## src/rtl/trunc_fmul_pkg.sv

```systemverilog
package trunc_fmul_pkg;
  localparam int EXP_W   = 8;
  localparam int FRAC_W  = 23;
  localparam int WORD_W  = 1 + EXP_W + FRAC_W;
  localparam int MANT_W  = FRAC_W + 1;
  localparam int PROD_W  = 2 * MANT_W;
  localparam int BIAS    = (1 << (EXP_W - 1)) - 1;
  localparam int SHIFT_W = $clog2(PROD_W);

  typedef struct packed {
    logic              zero;
    logic              sign;
    logic [EXP_W-1:0]  exp;
    logic [MANT_W-1:0] mant_a;
    logic [MANT_W-1:0] mant_b;
  } dec_t;

  localparam int DEC_W = $bits(dec_t);
endpackage

```

## src/rtl/trunc_fmul_decode.sv

```systemverilog
module trunc_fmul_decode
  import trunc_fmul_pkg::*;
(
  input  logic [WORD_W-1:0] a_i,
  input  logic [WORD_W-1:0] b_i,
  output dec_t              dec_o
);
  logic [EXP_W-1:0] exp_a;
  logic [EXP_W-1:0] exp_b;

  assign exp_a = a_i[WORD_W-2 -: EXP_W];
  assign exp_b = b_i[WORD_W-2 -: EXP_W];

  always_comb begin
    dec_o.zero   = (a_i == '0) || (b_i == '0);
    dec_o.sign   = a_i[WORD_W-1] ^ b_i[WORD_W-1];
    // modular sum keeps only EXP_W bits by width
    dec_o.exp    = exp_a + exp_b - EXP_W'(BIAS);
    dec_o.mant_a = {1'b1, a_i[FRAC_W-1:0]};
    dec_o.mant_b = {1'b1, b_i[FRAC_W-1:0]};
  end
endmodule

```

## src/rtl/trunc_fmul_norm.sv

```systemverilog
module trunc_fmul_norm
  import trunc_fmul_pkg::*;
(
  input  logic [PROD_W-1:0] prod_i,
  input  logic [EXP_W-1:0]  exp_i,
  output logic [FRAC_W-1:0] frac_o,
  output logic              lead_o,
  output logic              spill_o,
  output logic [EXP_W-1:0]  exp_o
);
  logic [PROD_W-1:0]  aligned;
  logic [PROD_W-1:0]  scaled;
  logic [SHIFT_W-1:0] amount;

  always_comb begin
    aligned = prod_i >> FRAC_W;
    amount  = '0;
    // highest set bit above the hidden position sets the right shift
    for (int i = MANT_W; i < PROD_W; i++) begin
      if (aligned[i]) amount = SHIFT_W'(i - (MANT_W - 1));
    end
    scaled = aligned >> amount;
  end

  assign frac_o  = scaled[FRAC_W-1:0];
  assign lead_o  = scaled[MANT_W-1];
  assign spill_o = |scaled[PROD_W-1:MANT_W];
  assign exp_o   = exp_i + EXP_W'(amount);
endmodule

```

## src/rtl/trunc_fmul_slot.sv

```systemverilog
module trunc_fmul_slot #(
  parameter int W = 8
) (
  input  logic         clk,
  input  logic         rst_n,
  input  logic         up_valid,
  output logic         up_ready,
  input  logic [W-1:0] up_data,
  output logic         dn_valid,
  input  logic         dn_ready,
  output logic [W-1:0] dn_data
);
  assign up_ready = !dn_valid || dn_ready;

  always_ff @(posedge clk) begin
    if (!rst_n) begin
      dn_valid <= 1'b0;
      dn_data  <= '0;
    end else if (up_ready) begin
      dn_valid <= up_valid;
      if (up_valid) dn_data <= up_data;
    end
  end
endmodule

```

## src/rtl/trunc_fmul.sv

```systemverilog
module trunc_fmul
  import trunc_fmul_pkg::*;
(
  input  logic              clk,
  input  logic              rst_n,
  input  logic              in_valid,
  output logic              in_ready,
  input  logic [WORD_W-1:0] in_a,
  input  logic [WORD_W-1:0] in_b,
  output logic              out_valid,
  input  logic              out_ready,
  output logic [WORD_W-1:0] out_result
);
  dec_t              dec_d;
  dec_t              s1_q;
  logic [DEC_W-1:0]  dec_bus;
  logic [DEC_W-1:0]  s1_bus;
  logic              s1_valid;
  logic              s2_load;
  logic              s1_zero;
  logic              s1_sign;
  logic [PROD_W-1:0] prod;
  logic [FRAC_W-1:0] n_frac;
  logic [EXP_W-1:0]  n_exp;
  logic              n_lead;
  logic              n_spill;
  logic [WORD_W-1:0] s2_word;

  trunc_fmul_decode u_decode (
    .a_i   (in_a),
    .b_i   (in_b),
    .dec_o (dec_d)
  );

  assign dec_bus = dec_d;

  trunc_fmul_slot #(.W(DEC_W)) u_slot_dec (
    .clk      (clk),
    .rst_n    (rst_n),
    .up_valid (in_valid),
    .up_ready (in_ready),
    .up_data  (dec_bus),
    .dn_valid (s1_valid),
    .dn_ready (s2_load),
    .dn_data  (s1_bus)
  );

  assign s1_q    = dec_t'(s1_bus);
  assign s1_zero = s1_q.zero;
  assign s1_sign = s1_q.sign;
  assign prod    = PROD_W'(s1_q.mant_a) * PROD_W'(s1_q.mant_b);

  trunc_fmul_norm u_norm (
    .prod_i  (prod),
    .exp_i   (s1_q.exp),
    .frac_o  (n_frac),
    .lead_o  (n_lead),
    .spill_o (n_spill),
    .exp_o   (n_exp)
  );

  assign s2_word = s1_zero ? '0 : {s1_sign, n_exp, n_frac};

  trunc_fmul_slot #(.W(WORD_W)) u_slot_res (
    .clk      (clk),
    .rst_n    (rst_n),
    .up_valid (s1_valid),
    .up_ready (s2_load),
    .up_data  (s2_word),
    .dn_valid (out_valid),
    .dn_ready (out_ready),
    .dn_data  (out_result)
  );
endmodule

```

## config.mk

```make
export PLATFORM = sky130hd
export DESIGN_NAME = trunc_fmul
export DESIGN_NICKNAME = d
export VERILOG_FILES = /design/src/rtl/trunc_fmul_pkg.sv /design/src/rtl/trunc_fmul_decode.sv /design/src/rtl/trunc_fmul_norm.sv /design/src/rtl/trunc_fmul_slot.sv /design/src/rtl/trunc_fmul.sv
export SDC_FILE = /design/constraint.sdc
export NUM_CORES = 2
export LEC_CHECK = 0
export ABC_AREA = 0
export BUFFER_PORTS_ARGS = -buffer_cell sky130_fd_sc_hd__buf_2
export CORE_ASPECT_RATIO = 1.1
export CORE_UTILIZATION = 65
export CTS_BUF_LIST = sky130_fd_sc_hd__clkbuf_16
export CTS_CLUSTER_SIZE = 10
export DETAILED_ROUTE_END_ITERATION = 10
export PLACE_DENSITY = 0.83
export SLEW_MARGIN = 15
export SYNTH_ARGS = -nofsm -noshare
export SYNTH_HDL_FRONTEND = slang
export SYNTH_HIERARCHICAL = 1
export SYNTH_SLANG_ARGS = --single-unit
```

## constraint.sdc

```tcl
create_clock -name clk -period 7.97 [get_ports clk]
set_clock_uncertainty 0.05 [all_clocks]
set_input_delay 1.1955 -clock clk [delete_from_list [all_inputs] [get_ports clk]]
set_output_delay 1.1955 -clock clk [all_outputs]
set_load 0.1 [all_outputs]
```

-- Word-level counts from Yosys, hierarchy flattened
Cells that the tools add are included.
W data, S select, Z words.
- latch bits: 0
- RAM bits: 0
- flip-flop bits (word level): 92
- memories kept: 0
- ROM bits: 0
- bits of input ports: 68
- multiply operators: 1
- mux-type cells: 2
- equality and inequality tests: 0
- shift operators: 1
- add/subtract/negate cells: 3
- div/mod/pow operators: 0
- $lt $le $gt $ge: 0
- reductions and logical operators: 9
- bitwise gates (word level): 1
- operators by type and width (cell ; number):
    $logic_not A32 Y1 ; 2
    $mul A24 B24 Y48 ; 1
    $mux W32 ; 1
    $shr A25 B6 Y23 ; 1
    $add A8 B6 Y8 ; 1
    $add A8 B8 Y8 ; 1
    $sub A8 B7 Y8 const B ; 1
    $reduce_and A2 Y1 ; 2
    $logic_or A1 B1 Y1 ; 3
    $logic_not A1 Y1 ; 2
    $mux W1 ; 1
    $xor A1 B1 Y1 ; 1

-- Longest topological paths before layout
- depth in word-level cells: 4
- depth in mapped cells: 33
- depth with buffers taken out: 32

-- Modules after synthesis
Netlist, hierarchy kept.
- by module, submodules not included (module ; area an instance (um^2) ; times used ; cells an instance ; seq. area each (um^2)):
    trunc_fmul ; 19254.7 ; 1 ; 2215 ; 0.0
    trunc_fmul_slot (u_slot_dec) ; 2342.2 ; 1 ; 257 ; 1181.1
    trunc_fmul_slot (u_slot_res) ; 1357.6 ; 1 ; 144 ; 660.6
    trunc_fmul_decode ; 870.8 ; 1 ; 115 ; 0.0
    trunc_fmul_norm ; 514.2 ; 1 ; 44 ; 0.0

-- Worst setup path after synthesis
OpenSTA, ideal clock, no wires.
- path type: reg2reg
- from: register u_slot_dec.dn_data[3]
- to: register u_slot_res.dn_data[27]
- library setup time: 120 ps
- setup slack: 719 ps
- buffers on the path: 1
- cell stages (with the launch flop): 32
- data required time: 7800 ps
- arrival time: 7080 ps
- cell sequence: dfxtp_1 > clkbuf_1 > nand2_1 > fa_1 > inv_1 > fa_1 > inv_1 > fa_1 > fa_1 > inv_1 > fa_1 > fa_1 > inv_1 > fa_1 > inv_1 > ha_1 > and3_1 > and4_1 > and4_1 > o21ai_0 > nand2_1 > a21oi_2 > o31ai_4 > a31oi_1 > xnor2_1 > ha_1 > ha_1 > nand3_1 > xnor2_1 > nor2b_1 > nand2_1 > mux2i_1
- longest elaborated chain between the ends: 4
- ends and longest elaborated chain (what ; RTL line ; source):
    from (decl) ; trunc_fmul_slot.sv:11 ; output logic [W-1:0] dn_data
    from (signal assigned) ; trunc_fmul_slot.sv:21 ; if (up_valid) dn_data <= up_data;
    $mul A24 B24 Y48 ; trunc_fmul.sv:51 ; assign prod = PROD_W'(s1_q.mant_a) * PROD_W'(s1_q.mant_b);
    named net prod[47] ; trunc_fmul.sv:22 ; logic [PROD_W-1:0] prod;
    $mux W1 ; trunc_fmul_norm.sv:20 ; if (aligned[i]) amount = SHIFT_W'(i - (MANT_W - 1));
    $add A8 B6 Y8 ; trunc_fmul_norm.sv:28 ; assign exp_o = exp_i + EXP_W'(amount);
    named net n_exp[4] ; trunc_fmul.sv:24 ; logic [EXP_W-1:0] n_exp;
    $mux W32 ; trunc_fmul.sv:62 ; assign s2_word = s1_zero ? '0 : {s1_sign, n_exp, n_frac};
    named net s2_word[27] ; trunc_fmul.sv:27 ; logic [WORD_W-1:0] s2_word;
    to (signal assigned) ; trunc_fmul_slot.sv:21 ;
    to (decl) ; trunc_fmul_slot.sv:11 ;
The timed path passes the listed nets, and every way through them passes these cells.
A chain may end at the register's enable or synchronous reset.

-- Worst setup path after layout
- from: register u_slot_dec.dn_data[47]
- to: register u_slot_res.dn_data[30]
The elaborated chain is that of the path after synthesis.

==> results.sh <==
export IMPL_status="completed"
export IMPL_insertion_delay_ns=0.35
export IMPL_hold_path_class="reg2reg"
export IMPL_clockRootBuffer="clkbuf_16"
export IMPL_antenna_found_initial=1
export IMPL_comb_power_share_pct=61.9
export IMPL_cp_startpoint="u_slot_dec/dn_data[47]"
export IMPL_final_area_sq_um=25310
export IMPL_drt_initial_drc_count=1219
export IMPL_finalCritPeriodShare_pct=96.93
export IMPL_hold_buffers=0
export IMPL_ff_latch_area_sq_um=1893
export IMPL_detail_route_antenna_nets=0
export IMPL_grt_max_degree=102
export IMPL_cts_buffer_depth=2
export IMPL_pwr_share_clk_pct=16.9
export IMPL_portBuffers=101
export IMPL_max_freq_ghz=0.1294
export IMPL_fin_tns_setup_ns=0
export IMPL_io_pins=102
export IMPL_utilization_pct=69.63
export IMPL_avgSynthCellArea_sq_um=8.798
export IMPL_r2r_start="u_slot_dec/dn_data[47]"
export IMPL_track_usage_pct=33.92
export IMPL_via_count=18120
export IMPL_swShare_pct=48.46
export IMPL_drc_errors=0
export IMPL_wire_per_inst_microns=18.49
export IMPL_grt_pass1_wl_microns=99640
export IMPL_worstHoldStart="u_slot_res/dn_data[2]"
export IMPL_power_density_nw_per_um2=105.5
export IMPL_antenna_cells=0
export IMPL_die_h_microns=203.9
export IMPL_p_sw_mw=1.294
export IMPL_max_stage_delay_ns=0.65
export IMPL_cts_sinks=92
export IMPL_finalHoldViolCount=0
export IMPL_max_cap_violations=0
export IMPL_core_sq_um=36350
export IMPL_row_count=73
export IMPL_fillers=2789
export IMPL_wl_microns=59850
export IMPL_setup_viol=0
export IMPL_worstMarginPinSlew_ns=0.9977
export IMPL_period_needed_ns=7.725
export IMPL_ys_warn_count=6
export IMPL_ir_drop_mv=0.2554
export IMPL_netlist_area_sq_um=24080
export IMPL_multi_input_area_sq_um=19110
export IMPL_cp_common_cell="fa_1"
export IMPL_worstSetupPathType="reg2reg"
export IMPL_drv_slew=0
export IMPL_post_dp_cell_area_sq_um=24860
export IMPL_vias_per_cell=5.598
export IMPL_grt_ovfl_total=0
export IMPL_final_layout_size_suffix_gt1_share_pct=10.69
export IMPL_place_congestion=1.005
export IMPL_crit_fanout=7
export IMPL_drtPass1Iterations=6
export IMPL_cts_buffers=9
export IMPL_crit_slowest_cell="dfxtp_1"
export IMPL_die_w_microns=185.5
export IMPL_final_nets=3485
export IMPL_start_kind="flip-flop"
export IMPL_required_ns=8.20
export IMPL_cts_htree_levels=3
export IMPL_die_area_sq_um=37820
export IMPL_cp_end_kind="flip-flop"
export IMPL_area_growth_pct=5.113
export IMPL_p_leak_nw=12.96
export IMPL_initial_core_util_pct=66.24
export IMPL_cp_num_buf_inv=6
export IMPL_p_seq_share_pct=21.2
export IMPL_p_int_mw=1.376
export IMPL_synthCells=2737
export IMPL_cts_tree="built"
export IMPL_maxSlewHeadroom_pct=33.49
export IMPL_dp_final_hpwl_microns=49830
export IMPL_grt_pass1_vias=19610
export IMPL_path_clk_slew_ns=0.08
export IMPL_cp_top_family="adder cells"
export IMPL_cp_arrival_ns=7.96
## final timing paths
check                                              end  slack (ns)  depth (start not counted)
worst max-delay path            u_slot_res/dn_data[30]        0.24                         29
worst min-delay path             u_slot_res/dn_data[2]        0.41                          2
worst max register to register  u_slot_res/dn_data[30]        0.24                         29
worst min register to register   u_slot_res/dn_data[2]        0.41                          2
## registers in the layout, summed over array words and instances, names as in the netlist
name / count
u_slot_res/dn_data: 32
u_slot_dec/dn_valid: 1
u_slot_res/dn_valid: 1
u_slot_dec/dn_data: 58
## power by group through the flow
| stage | sequential (mW) | clock [mW] | combinational [mW] |
|---|---|---|---|
| after global routing | 0.569 | 0.477 | 1.83 |
| after CTS | 0.561 | 0.459 | 1.63 |
| final | 0.565 | 0.452 | 1.65 |
| after detailed placement | 0.571 | 0 | 1.60 |
| after floorplan | 0.650 | 0 | 1.07 |
| after global placement | 0.570 | 0 | 1.57 |
## area by class of cell
cell class | count | area share [%]
clock buffer | 9 | 0.8898
sequential | 92 | 7.479
tap | 487 | 2.407
clock inverter | 7 | 0.2966
multi-input combinational | 1885 | 75.52
timing repair buffer | 190 | 4.998
inverter | 567 | 8.409
## metrics by stage
stage / worst slack (ns) / cells / hold WS (ns) / total power [mW]
after floorplan: 0.8042 / 2738 / 0.3802 / 1.723
after global placement: 0.08346 / 3218 / 0.3920 / 2.144
final: 0.2449 / 3237 / 0.4093 / 2.670
after global routing: -0.03010 / 3237 / 0.4262 / 2.871
after detailed placement: 0.02656 / 3218 / 0.3946 / 2.170
after CTS: 0.007137 / 3234 / 0.4117 / 2.647
## what timing repair did
action                     CTS  global route
cloned                       0             0
buffers inserted             0             3
setup endpoints to repair    5            30
pin swaps                    0             5
gates resized for setup      2            51
## cells in the final DEF (no fill, tap or decap), drive strengths merged, types with 31 or more instances in the layout
master and instances:
inv 572, nand2 486, fa 483, and2 306, buf 190, ha 189
dfxtp 92, mux2i 90, a21oi 53, nor2b 40, o21ai 31
## worst reg2reg max path, delay by kind of cell (launching register included)
family / cells / cell delay [ns]
flops: 1 / 0.65
simple gates: 6 / 0.80
mux: 1 / 0.15
fa+ha+maj: 9 / 4.07
compound gates: 5 / 1.11
buf+inv: 6 / 0.55
xor+xnor: 2 / 0.27
## layer usage
metal  wire, microns  vias up  global-route usage [%]  share of wire, %
met5               0        -                       0                 0
met4            1882        0                   11.54               3.1
met3            5032      145                   5.684               8.4
met2           29030      816                   56.66                49
met1           23900     9074                   44.68                40
li1                -     8086                       -                 -
Note: power is estimated with default switching activity, not from simulation.
